$ cat src/rtl/pw_pkg.sv
package pw_pkg;
  localparam int unsigned ADDR_W  = 32;
  localparam int unsigned OFF_W   = 12;
  localparam int unsigned IDX_W   = 10;
  localparam int unsigned FRAME_W = ADDR_W - OFF_W;
  localparam int unsigned DIR_LO  = OFF_W + IDX_W;

  localparam int unsigned BIT_P = 0;
  localparam int unsigned BIT_W = 1;
  localparam int unsigned BIT_U = 2;
  localparam int unsigned BIT_A = 5;
  localparam int unsigned BIT_D = 6;

  localparam logic LVL_DIR = 1'b0;
  localparam logic LVL_TBL = 1'b1;

  typedef enum logic [2:0] {
    ST_IDLE, ST_READ_PDE, ST_READ_PTE, ST_UPDATE_PDE, ST_UPDATE_PTE, ST_DONE
  } pw_state_e;

  typedef struct packed {
    logic [FRAME_W-1:0] frame;
    logic               dirty;
    logic               accessed;
    logic               user;
    logic               writable;
    logic               present;
  } pw_entry_t;
endpackage

$ cat src/rtl/pw_entry_decode.sv
module pw_entry_decode
  import pw_pkg::*;
(
  input  logic [ADDR_W-1:0] word_i,
  output pw_entry_t         ent_o
);
  assign ent_o.frame    = word_i[ADDR_W-1:OFF_W];
  assign ent_o.dirty    = word_i[BIT_D];
  assign ent_o.accessed = word_i[BIT_A];
  assign ent_o.user     = word_i[BIT_U];
  assign ent_o.writable = word_i[BIT_W];
  assign ent_o.present  = word_i[BIT_P];
endmodule

$ cat src/rtl/pw_perm_check.sv
module pw_perm_check
  import pw_pkg::*;
(
  input  pw_entry_t dir_i,
  input  pw_entry_t tbl_i,
  input  logic      user_i,
  input  logic      write_i,
  output logic      allow_o,
  output logic      deny_lvl_o
);
  localparam int unsigned NLVL = 2;

  pw_entry_t lvl [NLVL];
  logic [NLVL-1:0] ok;

  assign lvl[0] = dir_i;
  assign lvl[1] = tbl_i;

  for (genvar g = 0; g < NLVL; g++) begin : g_lvl
    assign ok[g] = !user_i || (lvl[g].user && (!write_i || lvl[g].writable));
  end

  assign allow_o    = &ok;
  assign deny_lvl_o = ok[0] ? LVL_TBL : LVL_DIR;

  always_comb begin
    if (user_i && !dir_i.user) a_r5_dir_user_deny: assert (!allow_o && deny_lvl_o == LVL_DIR);
  end
endmodule

$ cat src/rtl/pt_walker.sv
module pt_walker
  import pw_pkg::*;
(
  input  logic              clk_i,
  input  logic              rst_ni,
  input  logic              req_valid_i,
  output logic              req_ready_o,
  input  logic [ADDR_W-1:0] req_vaddr_i,
  input  logic              req_write_i,
  input  logic              req_user_i,
  input  logic [ADDR_W-1:0] dir_base_i,
  output logic              mem_req_o,
  output logic              mem_we_o,
  output logic [ADDR_W-1:0] mem_addr_o,
  output logic [ADDR_W-1:0] mem_wdata_o,
  input  logic              mem_valid_i,
  input  logic [ADDR_W-1:0] mem_rdata_i,
  output logic              done_o,
  output logic              fault_o,
  output logic              fault_level_o,
  output logic              fault_prot_o,
  output logic [ADDR_W-1:0] fault_addr_o,
  output logic              fault_write_o,
  output logic              fault_user_o,
  output logic [ADDR_W-1:0] paddr_o
);
  pw_state_e           state_q;
  logic [ADDR_W-1:0]   va_q, pde_q, pte_q, paddr_q;
  logic [FRAME_W-1:0]  base_q;
  logic                wr_q, usr_q;
  logic                fault_q, fault_lvl_q, fault_prot_q;

  // decode the stored directory entry and the live read data
  logic [ADDR_W-1:0] dec_word [2];
  pw_entry_t         dec_ent  [2];
  assign dec_word[0] = pde_q;
  assign dec_word[1] = mem_rdata_i;
  for (genvar g = 0; g < 2; g++) begin : g_dec
    pw_entry_decode u_dec (.word_i(dec_word[g]), .ent_o(dec_ent[g]));
  end

  pw_entry_t pde_ent, rd_ent;
  assign pde_ent = dec_ent[0];
  assign rd_ent  = dec_ent[1];

  logic allow, deny_lvl;
  pw_perm_check u_perm (
    .dir_i     (pde_ent),
    .tbl_i     (rd_ent),
    .user_i    (usr_q),
    .write_i   (wr_q),
    .allow_o   (allow),
    .deny_lvl_o(deny_lvl)
  );

  function automatic logic pte_needs_wb(input logic [ADDR_W-1:0] e, input logic wr);
    return !e[BIT_A] || (wr && !e[BIT_D]);
  endfunction

  logic [ADDR_W-1:0] pde_addr, pte_addr;
  assign pde_addr = {base_q, va_q[ADDR_W-1:DIR_LO], 2'b00};
  assign pte_addr = {pde_q[ADDR_W-1:OFF_W], va_q[DIR_LO-1:OFF_W], 2'b00};

  logic [ADDR_W-1:0] a_mask, d_mask;
  assign a_mask = ADDR_W'(1) << BIT_A;
  assign d_mask = ADDR_W'(1) << BIT_D;

  always_comb begin
    mem_req_o   = 1'b0;
    mem_we_o    = 1'b0;
    mem_addr_o  = pde_addr;
    mem_wdata_o = '0;
    unique case (state_q)
      ST_READ_PDE: mem_req_o = 1'b1;
      ST_READ_PTE: begin
        mem_req_o  = 1'b1;
        mem_addr_o = pte_addr;
      end
      ST_UPDATE_PDE: begin
        mem_req_o   = 1'b1;
        mem_we_o    = 1'b1;
        mem_wdata_o = pde_q | a_mask;
      end
      ST_UPDATE_PTE: begin
        mem_req_o   = 1'b1;
        mem_we_o    = 1'b1;
        mem_addr_o  = pte_addr;
        mem_wdata_o = pte_q | a_mask | (wr_q ? d_mask : '0);
      end
      default: ;
    endcase
  end

  always_ff @(posedge clk_i or negedge rst_ni) begin
    if (!rst_ni) begin
      state_q      <= ST_IDLE;
      va_q         <= '0;
      pde_q        <= '0;
      pte_q        <= '0;
      paddr_q      <= '0;
      base_q       <= '0;
      wr_q         <= 1'b0;
      usr_q        <= 1'b0;
      fault_q      <= 1'b0;
      fault_lvl_q  <= LVL_DIR;
      fault_prot_q <= 1'b0;
    end else begin
      unique case (state_q)
        ST_IDLE: if (req_valid_i) begin
          va_q         <= req_vaddr_i;
          wr_q         <= req_write_i;
          usr_q        <= req_user_i;
          base_q       <= dir_base_i[ADDR_W-1:OFF_W];
          fault_q      <= 1'b0;
          fault_lvl_q  <= LVL_DIR;
          fault_prot_q <= 1'b0;
          state_q      <= ST_READ_PDE;
        end
        ST_READ_PDE: if (mem_valid_i) begin
          pde_q <= mem_rdata_i;
          if (!rd_ent.present) begin
            fault_q     <= 1'b1;
            fault_lvl_q <= LVL_DIR;
            state_q     <= ST_DONE;
          end else begin
            state_q <= ST_READ_PTE;
          end
        end
        ST_READ_PTE: if (mem_valid_i) begin
          pte_q <= mem_rdata_i;
          if (!rd_ent.present) begin
            fault_q     <= 1'b1;
            fault_lvl_q <= LVL_TBL;
            state_q     <= ST_DONE;
          end else if (!allow) begin
            fault_q      <= 1'b1;
            fault_prot_q <= 1'b1;
            fault_lvl_q  <= deny_lvl;
            state_q      <= ST_DONE;
          end else begin
            paddr_q <= {rd_ent.frame, va_q[OFF_W-1:0]};
            if (!pde_ent.accessed)                 state_q <= ST_UPDATE_PDE;
            else if (pte_needs_wb(mem_rdata_i, wr_q)) state_q <= ST_UPDATE_PTE;
            else                                   state_q <= ST_DONE;
          end
        end
        ST_UPDATE_PDE: if (mem_valid_i)
          state_q <= pte_needs_wb(pte_q, wr_q) ? ST_UPDATE_PTE : ST_DONE;
        ST_UPDATE_PTE: if (mem_valid_i) state_q <= ST_DONE;
        ST_DONE: state_q <= ST_IDLE;
        default: state_q <= ST_IDLE;
      endcase
    end
  end

  assign req_ready_o   = (state_q == ST_IDLE);
  assign done_o        = (state_q == ST_DONE);
  assign fault_o       = fault_q;
  assign fault_level_o = fault_lvl_q;
  assign fault_prot_o  = fault_prot_q;
  assign fault_addr_o  = va_q;
  assign fault_write_o = wr_q;
  assign fault_user_o  = usr_q;
  assign paddr_o       = paddr_q;

  a_r10_req_hold: assert property (@(posedge clk_i) disable iff (!rst_ni)
    mem_req_o && !mem_valid_i |=> mem_req_o && $stable(mem_addr_o) && $stable(mem_we_o)
                                  && $stable(mem_wdata_o));
  a_r10_done_pulse: assert property (@(posedge clk_i) disable iff (!rst_ni)
    done_o |=> !done_o);
  a_r10_idle_quiet: assert property (@(posedge clk_i) disable iff (!rst_ni)
    !(req_ready_o && mem_req_o));
  a_r7_wb_accessed: assert property (@(posedge clk_i) disable iff (!rst_ni)
    mem_we_o |-> mem_wdata_o[BIT_A]);
  a_r8_read_keeps_dirty: assert property (@(posedge clk_i) disable iff (!rst_ni)
    (state_q == ST_UPDATE_PTE && !wr_q) |-> mem_wdata_o[BIT_D] == pte_q[BIT_D]);
  a_r2_offset_kept: assert property (@(posedge clk_i) disable iff (!rst_ni)
    done_o && !fault_o |-> paddr_o[OFF_W-1:0] == fault_addr_o[OFF_W-1:0]);
  a_r6_supervisor_ok: assert property (@(posedge clk_i) disable iff (!rst_ni)
    done_o && !fault_user_o |-> !fault_prot_o);
endmodule

$ cat config.mk
export PLATFORM = sky130hd
export DESIGN_NAME = pt_walker
export DESIGN_NICKNAME = d
export VERILOG_FILES = /design/src/rtl/pw_pkg.sv /design/src/rtl/pw_entry_decode.sv /design/src/rtl/pw_perm_check.sv /design/src/rtl/pt_walker.sv
export SDC_FILE = /design/constraint.sdc
export NUM_CORES = 1
export LEC_CHECK = 0
export BUFFER_PORTS_ARGS = -buffer_cell sky130_fd_sc_hd__buf_2
export CAP_MARGIN = 20
export CORE_MARGIN = 1.5
export CORE_UTILIZATION = 50
export CTS_CLUSTER_SIZE = 8
export DETAILED_ROUTE_END_ITERATION = 8
export MAX_ROUTING_LAYER = met4
export PLACE_DENSITY_LB_ADDON = 0.15
export SETUP_SLACK_MARGIN = 0.05
export SLEW_MARGIN = 20
export SYNTH_ARGS = -nofsm -noshare
export SYNTH_HDL_FRONTEND = slang
export SYNTH_SLANG_ARGS = --single-unit
$ cat constraint.sdc
create_clock -name clk_i -period 2.4 [get_ports clk_i]
set_input_delay 0.24 -clock clk_i [delete_from_list [all_inputs] [get_ports clk_i]]
set_output_delay 0.24 -clock clk_i [all_outputs]
set_load 0.01 [all_outputs]
==> results of run 1 <==
==> report_power, final <==
| part | total [mW] | internal [mW] | switching [mW] |
|---|---|---|---|
| Sequential | 4.68 | 3.89 | 0.790 |
| Clock | 2.56 | 1.54 | 1.02 |
| Combinational | 4.52 | 2.25 | 2.27 |
| Total | 11.8 | 7.68 | 4.08 |
==> routing by layer <==
metal	routed length [µm]	share of wire, %	GRT usage (%)	vias up
met4	360	2.3	9.077	0
li1	-	-	-	2138
met3	938	5.9	5.513	27
met5	0	0	-	-
met1	6561	42	29.37	2334
met2	7924	50	38.79	150
==> state kept, by name (all words and copies together) (netlist names), 3 cells and up <==
name,count
state_q,3
fault_addr_o,32
paddr_o,32
pde_q,32
pte_q,32
base_q,20
==> area by class of cell <==
type / count / area share [%]
Sequential cell: 156 / 44.63
Multi-Input combinational cell: 272 / 30.90
Timing Repair Buffer: 241 / 15.27
Clock buffer: 19 / 5.060
Tap cell: 176 / 2.516
Clock inverter: 12 / 1.415
Inverter: 5 / 0.2144
==> path summary, 6_finish.rpt <==
check                                        to  slack, ns  cells past startpoint
worst max-delay path             mem_wdata_o[0]       0.18                      5
worst min-delay path                 base_q[10]       0.03                      2
worst max register to register  fault_addr_o[2]       0.46                      5
worst min register to register       base_q[13]       0.48                      1
max in group asynchronous            state_q[0]       1.41                      3
min in group asynchronous             base_q[2]       0.33                      2
==> synth_stat cells (all sizes together) (2+ instances only) <==
| master | instances | share of area, % |
|---|---|---|
| nand2b | 3 | 0.28 |
| o21a | 3 | 0.33 |
| a22o | 30 | 3.9 |
| mux2 | 178 | 29 |
| a21oi | 3 | 0.22 |
| inv | 5 | 0.28 |
| o21ai | 8 | 0.59 |
| buf | 25 | 2.5 |
| nand2 | 9 | 0.53 |
| xnor2 | 2 | 0.26 |
| nor2 | 5 | 0.39 |
| clkbuf | 11 | 0.61 |
| and2 | 3 | 0.28 |
| mux2i | 2 | 0.29 |
| nor2b | 3 | 0.28 |
| o211ai | 2 | 0.22 |
| dfrtp | 156 | 57 |
==> kinds of logic after synthesis <==
logic type      after synthesis  synth area share, %
flops                       156                57.41
other cells                   1              0.05514
mux                         180                29.77
compound gates               54                6.182
xor+xnor                      2               0.2576
buf+inv                      41                3.367
simple gates                 34                2.963
==> timing repair <==
action                     4_1_cts  5_1_grt
setup endpoints to repair       24       45
resized for setup                2        2
hold endpoints to repair        45        0
hold buffers                     1        0
pin swaps                        0        0
==> stage by stage <==
stage | setup WS [ns] | util [%] | instance area, µm² | cells
CTS | 0.05946 | 66.08 | 8751 | 881
finish | 0.1792 | 66.10 | 8753 | 881
global route | 0.07518 | 66.10 | 8753 | 881
detailed placement | 0.4311 | 61.68 | 8168 | 849
floorplan | 0.4771 | - | 6804 | 469
global placement | 0.4473 | 61.68 | 8168 | 849
==> impl_metrics.py, run 1 <==
metrics = {
    "power_and_ir_drop": {
        "power_density_nw_per_um2": 1343,
        "p_total_mw": 11.76,
        "power_leakage_nw": 4.324,
        "peakVddDrop_v": 0.0007005,
    },
    "placed_design": {
        "hpwlAfterDp_mm": 11.10,
        "globalplace.congestion": 0.8086,
        "portBuffers": 224,
    },
    "setup_path": {
        "cp-end-kind": "primary output",
        "path_class": "flop to primary output",
        "arrival_ns": 1.98,
        "timing.rr.start": "state_q[2]",
        "worstPathRequired_ns": 2.16,
        "cpLargestDelayFamily": "flip-flops",
        "worstPathCellList": "nor2_2 -> and2_1 -> buf_6 -> a22o_1 -> buf_2",
        "cpPeakStageDelay_ns": 0.51,
        "worstPathMaxFanout": 25,
        "crit_path_top_delay_cell": "dfrtp_2",
        "cp-start-kind": "flop",
        "path_buf_inv": 2,
        "cp-startpoint": "state_q[0]",
    },
    "timing": {
        "hold_viol": 0,
        "clock_skew_ns": 0.006369,
        "final.period_utilization_pct": 92.53,
        "tns_ns": 0,
        "max-slew-margin-rel_pct": 58.21,
        "rsz0062_at_grt": "no",
        "drv_slew": 0,
        "worst_pin_slew_ns": 0.6202,
        "period_minus_slack_ns": 2.221,
        "whs_ns": 0.03478,
        "setup_viol": 0,
        "max_freq_mhz": 450.3,
    },
    "floorplanning": {
        "io_pins": 239,
        "core-area_um2": 13240,
        "die_y_um": 119.6,
        "dieArea_um2": 14310,
        "start_util_pct": 51.35,
        "fp.dieW_um": 119.6,
        "num_rows": 42,
    },
    "yosys": {
        "synth_area_um2": 6800,
        "synth.distinct_cells": 42,
        "yosysSeqAreaShare_pct": 57.41,
        "synth_ff_type": "dfrtp_1",
        "async_flop_share_pct": 100.0,
        "synth_seq_cells": 156,
        "netlist_instances": 468,
        "yosysWarnings": 0,
        "synth_edf_count": 0,
        "syn_area_per_cell_um2": 14.53,
    },
    "route": {
        "routed_wl_mm": 15.79,
        "via_count": 4649,
        "drtIter0Drc": 216,
        "ant_nets": 0,
        "vias_per_cell": 5.277,
        "dr.pass1.iters": 4,
        "drc_errors": 0,
        "routedWlPerCell_um": 17.92,
    },
    "finish": {
        "final-seq-area_um2": 3906,
        "final_common_cell": "buf_2",
        "layout-drive-gt1-share_pct": 39.57,
        "mostFrequentLayoutCells": "buf_2 (223), mux2_1 (178), dfrtp_1 (154)",
        "area_growth_pct": 28.72,
        "multi_input_area_um2": 2705,
        "fin_nets": 795,
        "final.fill_count": 1040,
        "num_antenna_cells": 0,
    },
    "min_path": {
        "min_from": "dir_base_i[22]",
        "hold_class": "input port to flop",
    },
    "global_route": {
        "grt_pass1_wl_mm": 25.63,
        "grt.overflow.total": 0,
        "grt_usage_pct": 23.90,
        "grt_max_degree": 57,
        "antenna_found_initial": 0,
        "grt_pass1_vias": 4995,
    },
    "clocking": {
        "cts.sinks": 156,
        "h-tree-depth": 4,
        "clk_path_buf_depth": 2,
        "post_cts_buffers": 0,
        "cts_tree": "built",
        "cts_made_buffers": 17,
        "clock_latency_ns": 0.42,
        "clkTransAtPathRegs_ns": 0.06,
        "root_buffer": "clkbuf_16",
    },
    "run_status": {
        "status": "completed",
    },
    "flow_run": {
        "drv_cap": 0,
    },
}
Power figures use the tool's default switching activity.
==> inputs of run 2 (changes only) <==
SETUP_SLACK_MARGIN = 0.4   (was 0.05)
==> run 2 against run 1 <==
Routed wire length increased by 11%; maximum frequency grew 3.9%; die area stayed put; non-clock buffer count up 22; power rose by 5.3%; sequential share of layout area down 2.4 points; clock skew barely moved; largest power group is now combinational cells.
==> impl_metrics.py, run 2 (synthesis results as in run 1) <==
metrics = {
    "run_status": {
        "status": "completed",
    },
    "power_and_ir_drop": {
        "p_total_mw": 12.38,
        "power_density_nw_per_um2": 1338,
        "power_leakage_nw": 4.522,
        "peakVddDrop_v": 0.0007042,
    },
    "timing": {
        "final.period_utilization_pct": 89.03,
        "max-slew-margin-rel_pct": 55.50,
        "tns_ns": 0,
        "worst_pin_slew_ns": 0.6605,
        "rsz0062_at_grt": "yes",
        "hold_viol": 0,
        "clock_skew_ns": 0.006062,
        "max_freq_mhz": 468.0,
        "setup_viol": 0,
        "period_minus_slack_ns": 2.137,
        "drv_slew": 0,
    },
    "setup_path": {
        "worstPathCellList": "xnor2_1 -> nor2_4 -> buf_12 -> mux2_1 -> buf_2",
        "path_depth": 5,
        "path_buf_inv": 2,
        "path_class": "flop to primary output",
        "crit_path_top_delay_cell": "dfrtp_2",
        "cpLargestDelayFamily": "flip-flops",
        "cpPeakStageDelay_ns": 0.45,
        "cp-end-kind": "primary output",
        "r2r-end": "paddr_o[20]",
        "cp-start-kind": "flop",
        "r2r_slack_ns": 0.39,
        "worstPathMaxFanout": 21,
        "timing.rr.start": "state_q[2]",
        "worstPathRequired_ns": 2.16,
        "reg2reg_depth": 8,
        "arrival_ns": 1.90,
    },
    "route": {
        "dr.pass1.iters": 4,
        "routedWlPerCell_um": 19.42,
        "drc_errors": 0,
        "via_count": 4797,
        "ant_nets": 0,
        "vias_per_cell": 5.312,
        "routed_wl_mm": 17.54,
        "drtIter0Drc": 208,
    },
    "global_route": {
        "antenna_found_initial": 0,
        "grt_max_degree": 57,
        "grt.overflow.total": 0,
        "grt_usage_pct": 24.77,
        "grt_pass1_wl_mm": 26.35,
        "grt_pass1_vias": 5099,
    },
    "min_path": {
        "min_from": "dir_base_i[22]",
        "min_to": "base_q[10]",
        "min_path_cells": 2,
        "hold_class": "input port to flop",
    },
    "placed_design": {
        "dp_cells": 849,
        "globalplace.congestion": 0.8086,
        "portBuffers": 224,
        "hpwlAfterDp_mm": 11.10,
    },
    "clocking": {
        "clock_latency_ns": 0.42,
        "cts_tree": "built",
        "h-tree-depth": 4,
        "root_buffer": "clkbuf_16",
        "clk_path_buf_depth": 2,
        "clkTransAtPathRegs_ns": 0.06,
        "cts_made_buffers": 17,
        "cts.sinks": 156,
    },
    "finish": {
        "fin_nets": 817,
        "final_common_cell": "buf_2",
        "layout-drive-gt1-share_pct": 46.77,
        "num_antenna_cells": 0,
        "area_growth_pct": 36.06,
        "mostFrequentLayoutCells": "buf_2 (222), dfrtp_1 (153), mux2_1 (146)",
        "layout.cells.non_filler": 903,
    },
    "floorplanning": {
        "die_y_um": 119.6,
        "fp.dieW_um": 119.6,
        "num_rows": 42,
        "dieArea_um2": 14310,
        "io_pins": 239,
        "start_util_pct": 51.35,
        "core-area_um2": 13240,
    },
    "flow_run": {
        "drv_cap": 0,
    },
}
-- run 2: cell count changes in the layout (fill, tap and decap cells not counted), sizes merged --
cell / previous run / this run
buf: 240 / 257
clkbuf: 19 / 24
-- run 2: per-stage QoR --
stage	worst slack (ns)	utilization, %	hold slack, ns	cell area, µm²
after floorplan	0.4771	-	-0.05559	6804
after global placement	0.4473	61.68	0.1934	8168
after detailed placement	0.4311	61.68	0.2047	8168
after CTS	0.2535	67.07	0.02186	8882
after global routing	0.1990	69.87	0.02924	9253
final	0.2632	69.87	0.03343	9253
-- run 2: worst max path at each step --
stage	startpoint	endpoint	slack [ns]
2_1_floorplan	state_q[0]	base_q[10]	0.48
5_1_grt	state_q[1]	mem_addr_o[7]	0.20
4_1_cts	state_q[1]	mem_addr_o[23]	0.25
6_report	state_q[1]	mem_addr_o[18]	0.26
3_3_place_gp	state_q[0]	mem_wdata_o[0]	0.45
3_5_place_dp	state_q[0]	mem_wdata_o[0]	0.43
-- run 2: layout make-up --
type,instances,area (µm²)
Sequential cell,156,3908
Fill cell,968,3990
Clock buffer,19,442.9
Tap cell,176,220.2
Inverter,5,18.77
Timing Repair Buffer,263,1687
Clock inverter,12,123.9
Multi-Input combinational cell,272,2853
-- run 2: per-layer routing --
metal / track usage (%) / vias to the layer above / wire, µm
met4: 9.301 / 0 / 341
met2: 40.80 / 149 / 8825
met1: 30.08 / 2445 / 7441
li1: - / 2177 / -
met5: - / - / 0
met3: 5.513 / 26 / 929
-- run 2: where the power goes --
part | switching, mW | internal (mW) | leakage, nW
registers | 0.794 | 3.89 | 1.91
clock network | 1.03 | 1.54 | 0.270
logic | 2.46 | 2.67 | 2.35
-- run 2: timing repair --
item,CTS,global route
hold buffers,1,0
pin swaps,0,7
endpoints found under the hold margin,45,0
resized for setup,11,52
setup endpoints to repair,63,147
gates cloned,2,5
setup buffers,7,8
